File: src/rtl/smbh_pkg.sv
package smbh_pkg;

   // register offsets inside the 16-byte window (decoded by the host bus)
   localparam logic [3:0] OFS_STAT_LO = 4'h0;
   localparam logic [3:0] OFS_STAT_HI = 4'h1;
   localparam logic [3:0] OFS_CTL     = 4'h2;
   localparam logic [3:0] OFS_HADDR   = 4'h4;
   localparam logic [3:0] OFS_DLO     = 4'h6;
   localparam logic [3:0] OFS_DHI     = 4'h7;
   localparam logic [3:0] OFS_CMD     = 4'h8;
   localparam logic [3:0] OFS_BLK     = 4'h9;

   // status bit positions
   localparam int ST_ABORT = 0;
   localparam int ST_COLL  = 1;
   localparam int ST_PERR  = 2;
   localparam int ST_BUSY  = 3;
   localparam int ST_DONE  = 4;
   localparam int ST_TMO   = 5;
   localparam int ST_W     = 6;

   // bits that a status write clears and that feed the event summary
   localparam logic [ST_W-1:0] ST_CLEARABLE = 6'b11_0111;
   localparam logic [ST_W-1:0] ST_FORCED    = 6'b01_0000;

   // control bit positions
   localparam int CTL_GO    = 3;
   localparam int CTL_IEN   = 4;
   localparam int CTL_ABORT = 5;
   localparam logic [7:0] CTL_READ_MASK = 8'h1F;

   typedef enum logic [2:0] {
      CYC_QUICK = 3'd0,
      CYC_BYTE  = 3'd1,
      CYC_BDATA = 3'd2,
      CYC_WDATA = 3'd3,
      CYC_PCALL = 3'd4,
      CYC_BLOCK = 3'd5
   } cyc_type_e;

   function automatic logic cyc_supported(input logic [2:0] t);
      return (t == CYC_QUICK) || (t == CYC_BYTE) || (t == CYC_BDATA) ||
             (t == CYC_WDATA) || (t == CYC_BLOCK);
   endfunction

endpackage

File: src/rtl/smbh_block_buf.sv
module smbh_block_buf #(
   parameter int DEPTH  = 32,
   parameter int DATA_W = 8,
   localparam int IDX_W = $clog2(DEPTH)
) (
   input  logic              clk,
   input  logic              rst_n,
   input  logic              host_wr,
   input  logic              host_rd,
   input  logic [DATA_W-1:0] host_wdata,
   output logic [DATA_W-1:0] host_rdata,
   input  logic              idx_clr,
   input  logic [IDX_W-1:0]  eng_raddr,
   output logic [DATA_W-1:0] eng_rdata,
   input  logic              eng_we,
   input  logic [IDX_W-1:0]  eng_waddr,
   input  logic [DATA_W-1:0] eng_wdata
);

   localparam logic [IDX_W-1:0] LAST = IDX_W'(DEPTH - 1);

   if (DEPTH < 2) begin : g_bad_depth
      $error("smbh_block_buf: DEPTH must be at least 2");
   end

   logic [DATA_W-1:0] mem [DEPTH];
   logic [IDX_W-1:0]  idx;
   logic [IDX_W-1:0]  idx_inc;
   logic              access;

   assign access = host_wr | host_rd;

   if ((1 << IDX_W) == DEPTH) begin : g_wrap_pow2
      assign idx_inc = idx + 1'b1;
   end else begin : g_wrap_cmp
      assign idx_inc = (idx == LAST) ? '0 : idx + 1'b1;
   end

   always_ff @(posedge clk or negedge rst_n) begin
      if (!rst_n) begin
         idx <= '0;
      end else if (idx_clr) begin
         idx <= '0;
      end else if (access) begin
         idx <= idx_inc;
      end
   end

   always_ff @(posedge clk or negedge rst_n) begin
      if (!rst_n) begin
         for (int i = 0; i < DEPTH; i++) mem[i] <= '0;
      end else if (host_wr) begin
         mem[idx] <= host_wdata;
      end else if (eng_we) begin
         mem[eng_waddr] <= eng_wdata;
      end
   end

   assign host_rdata = mem[idx];
   assign eng_rdata  = mem[eng_raddr];

   AST_IDX_WRAP: assert property (@(posedge clk) disable iff (!rst_n)
      (access && !idx_clr && idx == LAST) |=> (idx == '0));
   AST_IDX_STEP: assert property (@(posedge clk) disable iff (!rst_n)
      (access && !idx_clr && idx != LAST) |=> (idx == $past(idx) + 1'b1));
   AST_IDX_HOLD: assert property (@(posedge clk) disable iff (!rst_n)
      (!access && !idx_clr) |=> $stable(idx));

endmodule

File: src/rtl/smbh_status.sv
module smbh_status
   import smbh_pkg::*;
(
   input  logic            clk,
   input  logic            rst_n,
   input  logic            stat_wr,
   input  logic            ctl_wr,
   input  logic [7:0]      wdata,
   input  logic            ien,
   input  logic            launch_ok,
   input  logic            launch_bad,
   input  logic            eng_done,
   input  logic            eng_perr,
   input  logic            eng_coll,
   input  logic            eng_tmo,
   output logic [ST_W-1:0] stat,
   output logic            irq
);

   logic [ST_W-1:0] stat_nxt;
   logic            irq_nxt;
   logic            eng_any;
   logic [ST_W-1:0] wr_clr_bits;

   assign eng_any     = eng_done | eng_perr | eng_coll | eng_tmo;
   assign wr_clr_bits = wdata[ST_W-1:0] & ST_CLEARABLE;

   always_comb begin
      stat_nxt = stat;
      if (stat_wr) begin
         stat_nxt = (|wr_clr_bits) ? '0 : ST_FORCED;
      end
      if (ctl_wr) begin
         if (wdata[CTL_ABORT]) stat_nxt[ST_ABORT] = 1'b1;
         if (launch_ok)        stat_nxt[ST_BUSY]  = 1'b1;
         if (launch_bad)       stat_nxt[ST_PERR]  = 1'b1;
      end
      if (eng_any)  stat_nxt[ST_BUSY] = 1'b0;
      if (eng_done) stat_nxt[ST_DONE] = 1'b1;
      if (eng_perr) stat_nxt[ST_PERR] = 1'b1;
      if (eng_coll) stat_nxt[ST_COLL] = 1'b1;
      if (eng_tmo)  stat_nxt[ST_TMO]  = 1'b1;
   end

   always_comb begin
      irq_nxt = irq;
      if (stat_wr) begin
         irq_nxt = ien && |(wr_clr_bits & ~(stat & ST_CLEARABLE));
      end
      if (ctl_wr && wdata[CTL_GO] && wdata[CTL_IEN] && |(stat_nxt & ST_CLEARABLE)) begin
         irq_nxt = 1'b1;
      end
      if (eng_any && ien) begin
         irq_nxt = 1'b1;
      end
   end

   always_ff @(posedge clk or negedge rst_n) begin
      if (!rst_n) begin
         stat <= '0;
         irq  <= 1'b0;
      end else begin
         stat <= stat_nxt;
         irq  <= irq_nxt;
      end
   end

   AST_CLEAR_ALL: assert property (@(posedge clk) disable iff (!rst_n)
      (stat_wr && (|(wdata[ST_W-1:0] & ST_CLEARABLE)) && !eng_any) |=> (stat == '0));
   AST_FORCE_DONE: assert property (@(posedge clk) disable iff (!rst_n)
      (stat_wr && !(|(wdata[ST_W-1:0] & ST_CLEARABLE)) && !eng_any) |=> (stat == ST_FORCED));
   AST_ABORT_SETS: assert property (@(posedge clk) disable iff (!rst_n)
      (ctl_wr && wdata[CTL_ABORT] && !stat_wr) |=> stat[ST_ABORT]);
   AST_IRQ_CAUSE: assert property (@(posedge clk) disable iff (!rst_n)
      $rose(irq) |-> $past(stat_wr || ctl_wr || eng_any));
   AST_OUTCOME_IDLE: assert property (@(posedge clk) disable iff (!rst_n)
      (eng_any && !ctl_wr && !stat_wr) |=> !stat[ST_BUSY]);

endmodule

File: src/rtl/smbus_host_regs.sv
module smbus_host_regs
   import smbh_pkg::*;
#(
   parameter int OFS_W     = 4,
   parameter int BUF_DEPTH = 32,
   localparam int BIDX_W   = $clog2(BUF_DEPTH)
) (
   input  logic              clk,
   input  logic              rst_n,
   input  logic              bus_wr,
   input  logic              bus_rd,
   input  logic [OFS_W-1:0]  bus_ofs,
   input  logic [7:0]        bus_wdata,
   output logic [7:0]        bus_rdata,
   output logic              irq,
   output logic              xact_start,
   output logic [2:0]        xact_type,
   output logic [6:0]        xact_dev,
   output logic              xact_rnw,
   output logic [7:0]        xact_cmd,
   output logic [7:0]        xact_data0,
   output logic [7:0]        xact_data1,
   input  logic [BIDX_W-1:0] eng_buf_raddr,
   output logic [7:0]        eng_buf_rdata,
   input  logic              eng_buf_we,
   input  logic [BIDX_W-1:0] eng_buf_waddr,
   input  logic [7:0]        eng_buf_wdata,
   input  logic              eng_res_we,
   input  logic [7:0]        eng_res_d0,
   input  logic [7:0]        eng_res_d1,
   input  logic              eng_done,
   input  logic              eng_perr,
   input  logic              eng_coll,
   input  logic              eng_tmo
);

   if (OFS_W < 4) begin : g_bad_ofs
      $error("smbus_host_regs: OFS_W must cover the 16-byte window");
   end

   // decode
   logic sel_stat, sel_stat_hi, sel_ctl, sel_haddr, sel_dlo, sel_dhi, sel_cmd, sel_blk;
   assign sel_stat    = (bus_ofs == OFS_W'(OFS_STAT_LO));
   assign sel_stat_hi = (bus_ofs == OFS_W'(OFS_STAT_HI));
   assign sel_ctl     = (bus_ofs == OFS_W'(OFS_CTL));
   assign sel_haddr   = (bus_ofs == OFS_W'(OFS_HADDR));
   assign sel_dlo     = (bus_ofs == OFS_W'(OFS_DLO));
   assign sel_dhi     = (bus_ofs == OFS_W'(OFS_DHI));
   assign sel_cmd     = (bus_ofs == OFS_W'(OFS_CMD));
   assign sel_blk     = (bus_ofs == OFS_W'(OFS_BLK));

   logic [7:0] ctl_q, haddr_q, cmd_q, d0_q, d1_q;
   logic       start_q;
   logic       ctl_wr, stat_wr, go_wr, launch_ok, launch_bad;
   logic [ST_W-1:0] stat;
   logic [7:0] blk_rdata;
   logic       event_flag;

   assign ctl_wr     = bus_wr && sel_ctl;
   assign stat_wr    = bus_wr && sel_stat;
   assign go_wr      = ctl_wr && bus_wdata[CTL_GO];
   assign launch_ok  = go_wr && cyc_supported(bus_wdata[2:0]);
   assign launch_bad = go_wr && !cyc_supported(bus_wdata[2:0]);

   always_ff @(posedge clk or negedge rst_n) begin
      if (!rst_n) begin
         ctl_q   <= '0;
         haddr_q <= '0;
         cmd_q   <= '0;
         d0_q    <= '0;
         d1_q    <= '0;
         start_q <= 1'b0;
      end else begin
         start_q <= launch_ok;
         if (ctl_wr)              ctl_q   <= bus_wdata;
         if (bus_wr && sel_haddr) haddr_q <= bus_wdata;
         if (bus_wr && sel_cmd)   cmd_q   <= bus_wdata;
         if (bus_wr && sel_dlo)   d0_q    <= bus_wdata;
         else if (eng_res_we)     d0_q    <= eng_res_d0;
         if (bus_wr && sel_dhi)   d1_q    <= bus_wdata;
         else if (eng_res_we)     d1_q    <= eng_res_d1;
      end
   end

   smbh_status u_status (
      .clk        (clk),
      .rst_n      (rst_n),
      .stat_wr    (stat_wr),
      .ctl_wr     (ctl_wr),
      .wdata      (bus_wdata),
      .ien        (ctl_q[CTL_IEN]),
      .launch_ok  (launch_ok),
      .launch_bad (launch_bad),
      .eng_done   (eng_done),
      .eng_perr   (eng_perr),
      .eng_coll   (eng_coll),
      .eng_tmo    (eng_tmo),
      .stat       (stat),
      .irq        (irq)
   );

   smbh_block_buf #(
      .DEPTH  (BUF_DEPTH),
      .DATA_W (8)
   ) u_buf (
      .clk        (clk),
      .rst_n      (rst_n),
      .host_wr    (bus_wr && sel_blk),
      .host_rd    (bus_rd && sel_blk),
      .host_wdata (bus_wdata),
      .host_rdata (blk_rdata),
      .idx_clr    (stat_wr),
      .eng_raddr  (eng_buf_raddr),
      .eng_rdata  (eng_buf_rdata),
      .eng_we     (eng_buf_we),
      .eng_waddr  (eng_buf_waddr),
      .eng_wdata  (eng_buf_wdata)
   );

   assign event_flag = |(stat & ST_CLEARABLE);

   always_comb begin
      bus_rdata = 8'h00;
      if (sel_stat)    bus_rdata = {{(8 - ST_W){1'b0}}, stat};
      if (sel_stat_hi) bus_rdata = {4'b0000, event_flag, 3'b000};
      if (sel_ctl)     bus_rdata = ctl_q & CTL_READ_MASK;
      if (sel_haddr)   bus_rdata = haddr_q;
      if (sel_dlo)     bus_rdata = d0_q;
      if (sel_dhi)     bus_rdata = d1_q;
      if (sel_cmd)     bus_rdata = cmd_q;
      if (sel_blk)     bus_rdata = blk_rdata;
   end

   assign xact_start = start_q;
   assign xact_type  = ctl_q[2:0];
   assign xact_dev   = haddr_q[7:1];
   assign xact_rnw   = haddr_q[0];
   assign xact_cmd   = cmd_q;
   assign xact_data0 = d0_q;
   assign xact_data1 = d1_q;

   AST_START_PULSE: assert property (@(posedge clk) disable iff (!rst_n)
      xact_start |=> !xact_start);
   AST_START_BUSY: assert property (@(posedge clk) disable iff (!rst_n)
      xact_start |-> stat[ST_BUSY]);
   AST_START_TYPE_OK: assert property (@(posedge clk) disable iff (!rst_n)
      xact_start |-> cyc_supported(xact_type));
   AST_CTL_READ_MASK: assert property (@(posedge clk) disable iff (!rst_n)
      (!bus_wr && sel_ctl) |-> (bus_rdata[7:5] == 3'b000));

endmodule

File: config.mk
export PLATFORM = sky130hd
export DESIGN_NAME = smbus_host_regs
export DESIGN_NICKNAME = d
export VERILOG_FILES = /design/src/rtl/smbh_pkg.sv /design/src/rtl/smbh_block_buf.sv /design/src/rtl/smbh_status.sv /design/src/rtl/smbus_host_regs.sv
export SDC_FILE = /design/constraint.sdc
export NUM_CORES = 1
export LEC_CHECK = 0
export BUFFER_PORTS_ARGS = -buffer_cell sky130_fd_sc_hd__buf_4
export CAP_MARGIN = 20
export CELL_PAD_IN_SITES_DETAIL_PLACEMENT = 0
export CELL_PAD_IN_SITES_GLOBAL_PLACEMENT = 1
export CORE_UTILIZATION = 45
export CTS_CLUSTER_SIZE = 14
export DETAILED_ROUTE_END_ITERATION = 16
export PLACE_DENSITY = 0.7
export SYNTH_ARGS = -nofsm -noshare
export SYNTH_HDL_FRONTEND = slang
export SYNTH_SLANG_ARGS = --single-unit
File: constraint.sdc
create_clock -name clk -period 5 [get_ports clk]
set_input_delay 0.25 -clock clk [delete_from_list [all_inputs] [get_ports clk]]
set_output_delay 0.25 -clock clk [all_outputs]
set_load 0.1 [all_outputs]
==> results of run 1 <==
-- worst max-delay path by stage --
stage / start / end / slack [ns] / depth (start not counted)
finish: u_buf.idx[1] / bus_rdata[1] / 0.81 / 7
global route: u_buf.idx[1] / bus_rdata[1] / 0.75 / 7
CTS: u_buf.idx[1] / bus_rdata[1] / 0.95 / 7
detailed placement: bus_ofs[0] / u_buf.mem[171] / 1.33 / 7
global placement: bus_ofs[0] / u_buf.mem[163] / 1.38 / 7
floorplan: u_buf.idx[1] / bus_rdata[5] / 1.16 / 7
-- flip-flops by register name, summed over array words and instances, names as in the netlist --
signal and flops:
u_status.stat 6, u_status.irq 1, xact_data0 8, u_buf.idx 5, ctl_q 5, xact_start 1
xact_cmd 8, u_buf.mem 256, xact_data1 8, haddr_q 8
-- placed cells by master, fill, tap and decap left out, types with 6 or more instances in the layout --
master and count:
dfrtp_1 304, mux2_2 272, o22ai_1 251, mux4_2 138, buf_4 136, nand2_1 120
clkbuf_16 39, o21ai_0 35, nand4_1 33, nand3_1 32, nor2_1 32, mux2i_1 32
o21ai_4 25, a21oi_1 23, nor2b_1 19, dlygate4sd3_1 19, a22oi_1 16, inv_1 11
a32oi_1 10, nor3_1 9, clkbuf_8 8, and2_1 6, o21ai_2 6, mux2_1 6
-- power by group --
part	internal [mW]	switching, mW	total, mW	leakage (nW)
sequential	2.59	0.269	2.86	4.15
combinational	0.591	1.28	1.88	4.31
clock	1.68	1.11	2.79	0.607
-- critical path, cell delays in order, from the launching register on --
cell and delay (ns):
dfrtp_4 0.81, buf_4 0.68, nor2b_1 0.11, a2111oi_0 0.43, a311oi_1 0.10, a311oi_1 0.61, a22oi_1 0.23, buf_4 0.28
-- kinds of logic after synthesis --
| group | share of synthesized area [%] |
|---|---|
| flops | 39.9 |
| mux | 34.1 |
| fa+ha+maj | 0.261 |
| simple gates | 6.91 |
| compound gates | 14.8 |
| buf+inv | 3.82 |
| xor+xnor | 0.182 |
-- per-stage QoR --
step           hold WS, ns  area [um^2]  total power [mW]  utilization (%)  std cells
4_1_cts            0.00445        21700              7.54             51.7       2216
5_1_grt             0.0265        21700              7.75             51.7       2216
3_3_place_gp         0.331        20300              4.71             48.3       2133
6_report           0.00792        21700              7.53             51.7       2216
3_5_place_dp         0.332        20300              4.73             48.3       2137
2_1_floorplan      -0.0456        19200              4.13                -       1612
-- cell type report --
type	count	area [um^2]
tap	539	674
timing repair buffer	161	1300
clock inverter	8	119
clock buffer	52	1100
inverter	11	41.3
sequential	306	7660
fill	3717	20300
multi-input combinational	1139	10800
-- repair_timing --
item / 4_1_cts / 5_1_grt
endpoints found under the hold margin: 119 / 0
hold buffers: 19 / 0
endpoints found under the setup margin: 0 / 0
-- per-layer routing --
layer / global-route usage, % / up-vias / routed length (um)
met4: 18.2 / 2 / 4100
met2: 50.2 / 906 / 32200
li1: - / 6463 / -
met5: 0.779 / - / 46
met3: 6.25 / 182 / 6230
met1: 44.8 / 8130 / 28600
==> results.md, run 1 <==
* Die area at approximately 0.044 mm^2
* Most frequent cell after synthesis: dfrtp_1
* TritonCTS Buffers at 37
* Post-synth EDFFs at 0
* Global-route wire length before repair at approximately 110,000 um
* Reg clk slew, reported paths at 0.06 ns
* Synth top area cells: dfrtp_1, mux4_2, mux2_2, o22ai_1, nand2_1
* Clock Skews at approximately 0.020 ns
* Tmin final at about 4.2 ns
* Critical Path End Type: primary output
* Gr usage total at roughly a third
* Startpoint types: flip-flop
* Remaining DRCs at 0
* Chip height at about 210 um
* Clock Latency Late Sink at between 0.5 and 0.6 ns
* P per Cell Area at 347 mW/mm^2
* Ys flop type: dfrtp_1
* Reg-to-Reg End: u_buf.mem[194]
* Status: completed
* Worst Hold Path EP: xact_data0[5]
* Setup Buffers After CTS at 0
* WHS Path Cells at 3
* Crit path required time at between 4 and 5 ns
* Max-cap violation count at 0
* Final WL at about 71,000 um
* Fin. Hold Viols at 0
* Rows at 75
* Area Growth Syn to Fin at 13.2%
* Worst vdd ir at between 200 and 300 uV
* Htree depth at 2
* Die Width at ~210 um
* Most frequent cells after synthesis: dfrtp_1, mux2_2, o22ai_1, mux4_2, nand2_1
* GR Overflow Total at 0
* Clk Tree Root Cell: clkbuf_16
* Largest net degree at the start of global routing at 133
* Synth unique cells at 56
* Crit share post-route at between 80 and 90%
* Port buffer count at 108
* CP Max Fanout at 44
* HP Start: eng_res_d0[5]
* Initial core utilization at 45.7%
* Initial antenna violation count at 0
* Io pins at between 100 and 150
* Final Max Slew Viols at 0
* Post-route ant nets at 0
* Vias per std cell at 7.08
* Via count at ~16,000
* Worst Slack Setup Final at a little over 0.8 ns
* R2R Setup Slk at 1.66 ns
* CP arrival at around 4 ns
* Syn avg cell area at roughly 12 um^2
* Slew @ Worst Pin at 1.11 ns
* Area leader, netlist: dfrtp_1
* Setup violations, final at 0
* Mapped Cells at roughly 1,600
* Clock sink count at 306
* Reg2reg path depth at 4
* Pre-CTS setup slack at ~1.3 ns
* Final net count at ~1,700
* Number of DRC markers in iteration 0 at between 1,500 and 2,000
* Antenna diodes at 0
* Critical R2R Launch: u_buf.idx[3]
* Highest clock rate at between 200 and 250 MHz
* Worst min path class: input port to flip-flop
* Synthesized area at just under 0.02 mm^2
* Seq/Total Area, Yosys at approximately two fifths
* Final setup TNS at 0 ns
* CTS tree: done
* Area share of the largest cell type after synthesis at between 30% and 40%
* TritonRoute pass-1 iters at 7
* Synth warn at 0
* Core area at between 0.04 and 0.05 mm^2
* Post_cts resized at 0
* Clk buf depth at 3
* Setup Crit Path Kind: flip-flop to primary output
* #FFs+latches synth at slightly above 300
* Mapped Nets at ~1,700
* Unrepaired setup endpoints after global routing: false
* Post-synth ARST share at between 90% and 100%
* Proportion of layout cells with a drive suffix above 1 at roughly two fifths
* Avg WL per Cell at 32.1 um
* Dpl hpwl at about 47,000 um
* Relative slew slack at 25.9%
* Leak at between 9 and 10 nW
* Global placer's final weighted congestion at between 0.9 and 1
* Number of global-route vias before repair at 15,601
(Power assumes the default switching activity.)
==> inputs of run 2 (changes only) <==
Settings changed: ABC_AREA set to 1, CORE_UTILIZATION 45 to 41, PLACE_DENSITY 0.7 to 0.75.
Clock period 5 ns to 3.7 ns, I/O delays scaled along.
==> run 2 against run 1 <==
Against the previous run: clock-buffer cell count is 10 higher; cell count up 80%; sequential cell count unchanged; first-iteration DRC count up 76%; critical path depth increased by 1; total power up 46%; routed wire length increased by 35%; via count up 54%; clock power rose by 44%; global-route usage grew 2.7 points; critical path type unchanged; largest cell class unchanged.
==> results.md, run 2 <==
* Logic gate share of total power at 30.0% (was 24.9%)
* Mapped Cells at 3,237 (was 1,612)
* CP delay by family, top: simple AND/OR/NAND/NOR gates (was compound AO/OA/AOI/OAI gates)
* Leak at 11.7 nW (was 9.07 nW)
* Setup violations, final at 0 (unchanged)
* Most frequent cells after synthesis: nand2_1, nand3_1, dfrtp_1, inv_1, o22ai_1 (was dfrtp_1, mux2_2, o22ai_1, mux4_2, nand2_1)
* #FFs+latches synth at 306 (unchanged)
* Synthesized area at 0.0212 mm^2 (was 0.0192 mm^2)
* Ys flop type: dfrtp_1 (unchanged)
* Setup Crit Path Kind: flip-flop to primary output (unchanged)
* Vias per std cell at 6.04 (was 7.08)
* Reg2reg path depth at 10 (was 4)
* Area of the multi-input gates at 0.0117 mm^2 (was 0.0108 mm^2)
* Initial antenna violation count at 1 (was 0)
* Reg-to-Reg End: u_buf.mem[94] (was u_buf.mem[194])
* Reg clk slew, reported paths at 0.06 ns (about the same)
* Worst vdd ir at 516 uV (was 267 uV)
* Die area at 0.0527 mm^2 (was 0.0435 mm^2)
* Dpl hpwl at 63,400 um (was 47,000 um)
* Final core occ at 47.2% (was 51.7%)
* R2R Setup Slk at 0.74 ns (was 1.66 ns)
* Initial core utilization at 41.4% (was 45.7%)
* Commonest non-fill, non-tap cell in the layout: nand2_1 (was dfrtp_1)
* Mapped Nets at 3,297 (was 1,672)
* Startpoint types: flip-flop (unchanged)
* Status: completed (unchanged)
* Sequential power share at 33.4% (was 38.0%)
* Post-synth EDFFs at 0 (unchanged)
* Clock sink count at 306 (unchanged)
* Design Area, Final at 0.0242 mm^2 (was 0.0217 mm^2)
* Avg WL per Cell at 24.1 um (was 32.1 um)
* Area leader, netlist: dfrtp_1 (unchanged)
* Tot Pwr at 11.0 mW (was 7.53 mW)
* Most flops, register: u_buf.mem (unchanged)
* Clock Latency Late Sink at 0.59 ns (was 0.56 ns)
* Clock Skews at 0.0260 ns (was 0.0197 ns)
* P_int at 6.64 mW (was 4.87 mW)
* Clock power frac at 36.6% (was 37.1%)
* HP Start: eng_res_we (was eng_res_d0[5])
* Placed cell areas at 0.0226 mm^2 (was 0.0203 mm^2)
* Commonest non-fill, non-tap cells in the layout: nand2_1, nand3_1, dfrtp_1 (was dfrtp_1, mux2_2, o22ai_1)
* Fill cells at 5,337 (was 3,717)
* Syn avg cell area at 6.56 um^2 (was 11.9 um^2)
* Post-synth ARST share at 100% (unchanged)
* Final Max Slew Viols at 0 (unchanged)
* Synth top area cells: dfrtp_1, nand2_1, nand3_1, o22ai_1, inv_1 (was dfrtp_1, mux4_2, mux2_2, o22ai_1, nand2_1)
* Synth unique cells at 37 (was 56)
* Tmin final at 3.53 ns
* Synth warn at 0 (unchanged)
* Post_cts resized at 0 (unchanged)
* CP Max Fanout at 16 (was 44)
* WHS Path Cells at 3 (unchanged)
* CP most frequent cell: nand2_1
* Crit path required time at 3.51 ns (was 4.75 ns)
* Largest register FFs at 256 (unchanged)
* Htree depth at 2 (unchanged)
* Via count at 24,159 (was 15,683)
* GR Overflow Total at 0 (unchanged)
* Final setup TNS at 0 ns (unchanged)
* Worst Hold Path EP: xact_data1[1] (was xact_data0[5])
* Global placer's final weighted congestion at 1.00 (was 0.951)
* Crit-path slowest cell: nor2_2 (was dfrtp_4)
* Clk buf depth at 3 (unchanged)
* Port buffer count at 108 (unchanged)
* Chip height at 230 um (was 209 um)
* Max-cap violation count at 0 (unchanged)
* Core area at 0.0513 mm^2 (was 0.0420 mm^2)
* TritonRoute pass-1 iters at 7 (unchanged)
* Critical Path End Type: primary output (unchanged)
* P per Cell Area at 453 mW/mm^2 (was 347 mW/mm^2)
* Seq/Total Area, Yosys at 36.0% (was 39.9%)
* Global-route wire length before repair at 142,000 um (was 106,000 um)
* Post-route ant nets at 0 (unchanged)
* Clk Tree Root Cell: clkbuf_16 (unchanged)
* Proportion of layout cells with a drive suffix above 1 at 10.6% (was 38.5%)
* Slew @ Worst Pin at 1.14 ns (was 1.11 ns)
* Gr usage total at 35.7% (was 33.1%)
* CTS tree: done (unchanged)
* TritonCTS Buffers at 40 (was 37)
* Highest clock rate at 283 MHz
* Critical R2R Launch: u_buf.idx[0] (was u_buf.idx[3])
* Highest cell delay on the worst timing path at 0.69 ns (was 0.81 ns)
* Switching share of power at 39.5% (was 35.4%)
* Number of global-route vias before repair at 22,064 (was 15,601)
* Unrepaired setup endpoints after global routing: false (unchanged)
* Number of DRC markers in iteration 0 at 3,264 (was 1,857)
* Area Growth Syn to Fin at 14.0% (was 13.2%)
* Worst min path class: input port to flip-flop (unchanged)
* Most frequent cell after synthesis: nand2_1 (was dfrtp_1)
* Relative slew slack at 24.1% (was 25.9%)
* Setup Buffers After CTS at 0 (unchanged)
* CP cell instances: nand2_1 -> nor2_2 -> a21boi_0 -> nor2_1 -> nand3_1 -> nand2_1 -> inv_1 -> buf_4 (was buf_4 -> nor2b_1 -> a2111oi_0 -> a311oi_1 -> a311oi_1 -> a22oi_1 -> buf_4)
* Final WL at 96,200 um (was 71,200 um)
* CP arrival at 3.35 ns (was 3.94 ns)
* Area share of the largest cell type after synthesis at 36.0% (was 39.9%)
* Register area at 0.00766 mm^2 (about the same)
* Remaining DRCs at 0 (unchanged)
* Rows at 83 (was 75)
* Switching pwr at 4.34 mW (was 2.67 mW)
* Largest net degree at the start of global routing at 114 (was 133)
* Worst path bufs/invs at 2 (unchanged)
* Crit share post-route at 95.5%
* Die Width at 230 um (was 209 um)
* Fin. Hold Viols at 0 (unchanged)
* Final net count at 3,350 (was 1,716)
* Io pins at 109 (unchanged)
run 2: cell types whose count changed after synthesis, moves of 25 or more:
cell | previous run | this run
nand3_1 | 32 | 477
inv_1 | 11 | 267
o21ai_0 | 35 | 192
nor2_1 | 32 | 71
nand4_1 | 33 | 5
mux2i_1 | 32 | 0
buf_2 | 37 | 67
o21ai_4 | 25 | 0
nand2_1 | 124 | 1179
a21oi_1 | 23 | 138
nand2_2 | 0 | 36
mux2_2 | 272 | 0
mux4_2 | 138 | 0
nand3_2 | 0 | 49
run 2: power groups by stage:
| stage | clock [mW] | sequential, mW | combinational, mW |
|---|---|---|---|
| detailed placement | 0 | 3.72 | 3.18 |
| finish | 4.02 | 3.67 | 3.29 |
| global placement | 0 | 3.72 | 3.16 |
| global route | 4.18 | 3.69 | 3.47 |
| floorplan | 0 | 4.04 | 1.75 |
| CTS | 4.04 | 3.66 | 3.21 |
run 2: how the worst max path moves through the flow:
stage / from / to / cells after the start
after CTS: u_buf.idx[3] / bus_rdata[0] / 8
after detailed placement: u_buf.idx[3] / bus_rdata[0] / 8
after floorplan: u_buf.idx[0] / u_buf.mem[13] / 11
after global placement: u_buf.idx[3] / bus_rdata[0] / 8
after global routing: u_buf.idx[3] / bus_rdata[0] / 8
final: u_buf.idx[3] / bus_rdata[0] / 8
run 2: cells by family after synthesis:
group                      synth area share [%]
adders and majority gates                 0.236
buffers and inverters                      9.10
DFF                                        36.0
and+or+nand+nor                            38.5
AOI/OAI and AO/OA                          16.2
run 2: repair_timing:
action	in CTS	in global routing
endpoints found under the hold margin	131	0
endpoints found under the setup margin	0	0
hold buffers	29	0
run 2: per-layer routing:
metal | wire length (um) | track usage (%) | share of wire (%)
met1 | 40000 | 49.9 | 42
met2 | 41100 | 52.8 | 43
met3 | 10400 | 7.94 | 11
met4 | 4650 | 15.2 | 4.8
met5 | 8 | 0 | 0.0083
run 2: cell type report:
class | instances | area share (%)
Antenna cell | 1 | 0.0103
Clock inverter | 7 | 0.465
Timing Repair Buffer | 200 | 7.11
Inverter | 277 | 4.30
Sequential cell | 306 | 31.6
Clock buffer | 62 | 4.85
Multi-Input combinational cell | 2465 | 48.1
Tap cell | 680 | 3.51
run 2: through the flow:
| step | setup slack [ns] | instances | hold slack (ns) |
|---|---|---|---|
| after floorplan | 1.14 | 3237 | -0.111 |
| after global placement | 0.769 | 3899 | 0.365 |
| after detailed placement | 0.771 | 3899 | 0.379 |
| after CTS | 0.168 | 3997 | 0.00634 |
| after global routing | 0.0128 | 3997 | 0.0259 |
| final | 0.166 | 3998 | 0.0171 |
run 2: worst min-delay path, cell delays in order:
cell and delay (ns):
buf_4 0.17, nand3_1 0.09, o211ai_1 0.08
